**src/rtl/fbw_pkg.sv**
```systemverilog
package fbw_pkg;
  // Width of one NAND compaction group
  localparam int unsigned GROUP_W = 4;

  // Observation path selector values
  typedef enum logic {
    OBS_TREE  = 1'b0,
    OBS_CHAIN = 1'b1
  } obs_sel_e;

  function automatic int unsigned num_groups(input int unsigned nets);
    return (nets + GROUP_W - 1) / GROUP_W;
  endfunction
endpackage

```
**src/rtl/fb_ctl_points.sv**
```systemverilog
module fb_ctl_points #(
  parameter int unsigned NUM_FB = 6
) (
  input  logic [NUM_FB-1:0] fb_in,
  input  logic [NUM_FB-1:0] tc,
  output logic [NUM_FB-1:0] fb_out
);
  // One XOR control point per feedback line
  for (genvar i = 0; i < NUM_FB; i++) begin : g_cp
    assign fb_out[i] = fb_in[i] ^ tc[i];
  end
endmodule

```
**src/rtl/obs_xor_tree.sv**
```systemverilog
module obs_xor_tree #(
  parameter int unsigned N = 10
) (
  input  logic [N-1:0] leaves,
  output logic         root
);
  localparam int unsigned DEPTH = $clog2(N);
  localparam int unsigned PADN  = 1 << DEPTH;

  // Heap-ordered node array: node n has children 2n and 2n+1
  logic [2*PADN-1:0] nd;

  assign nd[0] = 1'b0;

  for (genvar i = 0; i < PADN; i++) begin : g_leaf
    if (i < N) begin : g_real
      assign nd[PADN+i] = leaves[i];
    end else begin : g_pad
      assign nd[PADN+i] = 1'b0;
    end
  end

  for (genvar n = 1; n < PADN; n++) begin : g_node
    assign nd[n] = nd[2*n] ^ nd[2*n+1];
  end

  assign root = nd[1];
endmodule

```
**src/rtl/nand_obs_chain.sv**
```systemverilog
module nand_obs_chain
  import fbw_pkg::*;
#(
  parameter int unsigned N = 10
) (
  input  logic                     clk,
  input  logic                     rst,
  input  logic                     enable,
  input  logic                     shift,
  input  logic                     sin,
  input  logic [N-1:0]             nets,
  output logic [num_groups(N)-1:0] chain_q
);
  localparam int unsigned NG   = num_groups(N);
  localparam int unsigned PADW = NG * GROUP_W;

  logic [PADW-1:0] padded;
  logic [NG-1:0]   grp_nand;
  logic [NG:0]     shl;

  if (PADW > N) begin : g_pad
    assign padded = {{(PADW-N){1'b1}}, nets};
  end else begin : g_nopad
    assign padded = nets;
  end

  for (genvar g = 0; g < NG; g++) begin : g_grp
    assign grp_nand[g] = ~&padded[g*GROUP_W +: GROUP_W];
  end

  assign shl = {chain_q, sin};

  always_ff @(posedge clk) begin
    if (rst) begin
      chain_q <= '0;
    end else if (enable) begin
      if (shift) chain_q <= shl[NG-1:0];
      else       chain_q <= grp_nand;
    end
  end
endmodule

```
**src/rtl/fb_testpoint_wrap.sv**
```systemverilog
module fb_testpoint_wrap
  import fbw_pkg::*;
#(
  parameter int unsigned NUM_FB  = 6,
  parameter int unsigned NUM_OBS = 10
) (
  input  logic               clk,
  input  logic               rst,
  input  logic [NUM_FB-1:0]  fb_in,
  input  logic [NUM_FB-1:0]  tc,
  output logic [NUM_FB-1:0]  fb_out,
  input  logic [NUM_OBS-1:0] obs_nets,
  input  logic               obs_mode,
  input  logic               scan_en,
  input  logic               scan_in,
  output logic               obs_out
);
  localparam int unsigned NUM_GRP = num_groups(NUM_OBS);

  obs_sel_e           sel;
  logic               tree_root;
  logic               par_q;
  logic [NUM_GRP-1:0] chain_q;

  assign sel = obs_sel_e'(obs_mode);

  fb_ctl_points #(.NUM_FB(NUM_FB)) u_cp (
    .fb_in  (fb_in),
    .tc     (tc),
    .fb_out (fb_out)
  );

  obs_xor_tree #(.N(NUM_OBS)) u_tree (
    .leaves (obs_nets),
    .root   (tree_root)
  );

  always_ff @(posedge clk) begin
    if (rst) par_q <= 1'b0;
    else     par_q <= tree_root;
  end

  nand_obs_chain #(.N(NUM_OBS)) u_chain (
    .clk     (clk),
    .rst     (rst),
    .enable  (sel == OBS_CHAIN),
    .shift   (scan_en),
    .sin     (scan_in),
    .nets    (obs_nets),
    .chain_q (chain_q)
  );

  assign obs_out = (sel == OBS_CHAIN) ? chain_q[NUM_GRP-1] : par_q;
endmodule

```
**config.mk**
```make
export PLATFORM = sky130hd
export DESIGN_NAME = fb_testpoint_wrap
export DESIGN_NICKNAME = d
export VERILOG_FILES = /design/src/rtl/fbw_pkg.sv /design/src/rtl/fb_ctl_points.sv /design/src/rtl/obs_xor_tree.sv /design/src/rtl/nand_obs_chain.sv /design/src/rtl/fb_testpoint_wrap.sv
export SDC_FILE = /design/constraint.sdc
export NUM_CORES = 1
export LEC_CHECK = 0
export CAP_MARGIN = 20
export CORE_AREA = 2 2 39 41
export DETAILED_ROUTE_END_ITERATION = 7
export DIE_AREA = 0 0 41 43
export PLACE_DENSITY_LB_ADDON = 0.08
export SLEW_MARGIN = 20
export SYNTH_ARGS = -nofsm -noshare
export SYNTH_HDL_FRONTEND = slang
export SYNTH_SLANG_ARGS = --single-unit
```
**constraint.sdc**
```tcl
create_clock -name clk -period 2.6 [get_ports clk]
set_clock_uncertainty 0.2 [all_clocks]
set_input_delay 0.26 -clock clk [delete_from_list [all_inputs] [get_ports clk]]
set_output_delay 0.26 -clock clk [all_outputs]
set_load 0.005 [all_outputs]
```
==> impl_metrics.py <==
metrics = {
    "run_status": {
        "status": "finished, final reports clean",
    },
    "detailed_routing": {
        "via_per_inst": 4.20,
        "wl_um": 788,
        "dr.pass1.iters": 1,
        "wl_per_cell_um": 9.06,
        "routed-via-count": 365,
        "remaining_drc_errors": 0,
        "drt_iter0_drc": 0,
        "drtAntennaViolNets": 0,
    },
    "floorplanning": {
        "start_util_pct": 25.5,
        "core_area_mm2": 0.00138,
        "rows": 14,
        "dieHeight_um": 43,
        "die_area_mm2": 0.00176,
        "die_w_um": 41,
        "design.portCount": 34,
    },
    "power_and_ir_drop": {
        "finalPower_mw": 0.274,
        "irDropWorstVdd_uv": 254,
        "p_switching_mw": 0.0634,
        "swShare_pct": 23.2,
        "pwr-share-clk_pct": 28.7,
        "leakage_nw": 0.296,
        "powerDensity_mw_per_mm2": 377,
        "internal_power_mw": 0.210,
        "power_frac_comb_pct": 45.1,
        "seqPwrFrac_pct": 26.2,
    },
    "synth": {
        "synth.distinct_cells": 14,
        "syn_area_um2": 353,
        "syn_area_per_cell_um2": 10.1,
        "yosysSeqAreaShare_pct": 22.7,
        "yosys-top-cells-area": "dfxtp_1, ha_1, xor2_1",
        "synth_top_area_share_pct": 22.7,
        "synth_edf_count": 0,
        "yosysTopAreaCell": "dfxtp_1",
        "netlist_instances": 35,
        "synth_ff_type": "dfxtp_1",
        "synth_seq_cells": 4,
        "synth_common_cells": "xor2_1, ha_1, nand2b_1, dfxtp_1, a21oi_1",
        "yosys_warnings": 0,
        "synth.most_common_cell": "xor2_1",
        "async_reset_ff_share_pct": 0,
        "synth_nets": 67,
    },
    "timing": {
        "final_max_slew_viol_count": 0,
        "hold_viol_final": 0,
        "tightest_slew_ns": 0.208,
        "slew_headroom_pct": 86.1,
        "tns_ns": 0,
        "final.min_clock_period_ns": 2.09,
        "setup_viol": 0,
        "period_share_pct": 80.4,
        "whs_ns": 0.269,
        "fmax_mhz": 478,
        "rsz0062_at_grt": "no",
    },
    "final_layout": {
        "drive_above_1_share_pct": 7.04,
        "nets": 105,
        "finalCoreUtilization_pct": 52.4,
        "layoutNonFillerInstCount": 87,
        "area_growth_syn_to_layout_pct": 106,
        "n_antenna_cell": 0,
    },
    "grt": {
        "track_usage_pct": 10.1,
        "antenna_found_initial": 0,
        "grt_overflow": 0,
        "grt_max_degree": 8,
        "grt_pass1_vias": 310,
        "grt_pass1_wl_mm": 1.19,
    },
    "worst_setup_path": {
        "crit_fanout": 7,
        "critPathArrivalTime_ns": 1.63,
        "rr_worst_depth": 3,
        "end_kind": "output pin",
        "reg2reg_to": "u_chain.chain_q[2]$_SDFFE_PP0P_",
        "crit_type": "input pin to output pin",
        "start_kind": "input pin",
        "rrSetupSlack_ns": 1.66,
        "cp.required_ns": 2.14,
        "reg2reg_from": "u_chain.chain_q[1]$_SDFFE_PP0P_",
    },
    "hold_path": {
        "hold_path.startpoint": "u_chain.chain_q[2]$_SDFFE_PP0P_",
        "hp-class": "register to register",
        "min_path_cells": 2,
        "hold_path_end": "u_chain.chain_q[2]$_SDFFE_PP0P_",
    },
    "run": {
        "max_cap_viol_count": 0,
    },
    "clocking": {
        "cts_tree": "built",
        "cts_root_buffer": "clkbuf_4",
        "cts_num_sinks": 4,
        "cts_made_buffers": 3,
        "post_cts_resized": 0,
        "cts_hold_buf": 0,
        "insertion_delay_ns": 0.24,
        "postCtsSetupBuffers": 0,
        "htree_levels": 1,
        "clk_pin_slew_ns": 0.04,
        "clockBufferDepth": 2,
    },
    "placement": {
        "dp.cells": 84,
        "place.port_buffers": 33,
        "routabilityCongestion": 0.650,
    },
}
## worst max path at each step
| stage | startpoint | endpoint | cells past startpoint |
|---|---|---|---|
| after floorplan | obs_nets[0] | par_q$_SDFF_PP0_ | 4 |
| after global routing | obs_mode | obs_out | 3 |
| after global placement | obs_mode | obs_out | 3 |
| after detailed placement | obs_mode | obs_out | 3 |
| final | obs_mode | obs_out | 3 |
| after CTS | obs_mode | obs_out | 3 |
## final cells by class
cell class	instances	area [um2]
timing repair buffer	33	330
multi-input combinational	31	273
clock buffer	3	22.5
fill	146	658
tap	16	20.0
sequential	4	80.1
## per-layer routing
metal	global-route usage [%]	up-vias	routed length [um]
li1	-	192	-
met1	11.7	154	303
met2	15.3	19	415
met3	4.71	0	69
met4	4.00	0	0
met5	0	-	0
## logic make-up (layout without fill, tap and decap cells)
kind of cell             Yosys count  count (layout)  synth area share [%]
AND/OR/NAND/NOR                   10              10                  14.9
XOR/XNOR                           9               9                  31.6
AO/OA/AOI/OAI                      6               6                  9.93
adder cells (fa/ha/maj)            5               5                  17.7
flip-flops                         4               4                  22.7
multiplexers                       1               1                  3.19
buffers and inverters              0              36                     0
## placed cells by master, fill, tap and decap left out
| master | netlist | final |
|---|---|---|
| clkdlybuf4s50_1 | 0 | 33 |
| xor2_1 | 6 | 6 |
| nand2b_1 | 5 | 5 |
| ha_1 | 5 | 5 |
| dfxtp_1 | 4 | 4 |
| a21oi_1 | 3 | 3 |
| clkbuf_4 | 0 | 3 |
| nor2_1 | 2 | 2 |
| nand2_1 | 2 | 2 |
| o211ai_1 | 2 | 2 |
| mux2_2 | 1 | 1 |
| xnor2_4 | 1 | 1 |
| xnor3_1 | 1 | 1 |
| xnor2_1 | 1 | 1 |
| and2_0 | 1 | 1 |
| o21ai_1 | 1 | 1 |
## metrics by stage
step / area [um2] / setup slack [ns]
final: 726 / 0.510
after global routing: 726 / 0.467
after CTS: 726 / 0.503
after detailed placement: 703 / 0.503
after global placement: 703 / 0.530
after floorplan: 353 / 1.22
## sequential cells by signal, summed over array words and instances (netlist names)
name	cells
u_chain.chain_q	3
par_q	1
## power by group through the flow
stage,Sequential (mW),Combinational [mW],Clock (mW)
detailed placement,0.0729,0.125,0
global placement,0.0729,0.125,0
global route,0.0729,0.137,0.0857
finish,0.0717,0.124,0.0786
floorplan,0.0718,0.0539,0
CTS,0.0719,0.126,0.0804
## worst max-delay path: stages
cell and delay [ns]:
clkdlybuf4s50_1 0.57, mux2_2 0.36, clkdlybuf4s50_1 0.44
Note: power is estimated with default switching activity, not from simulation.
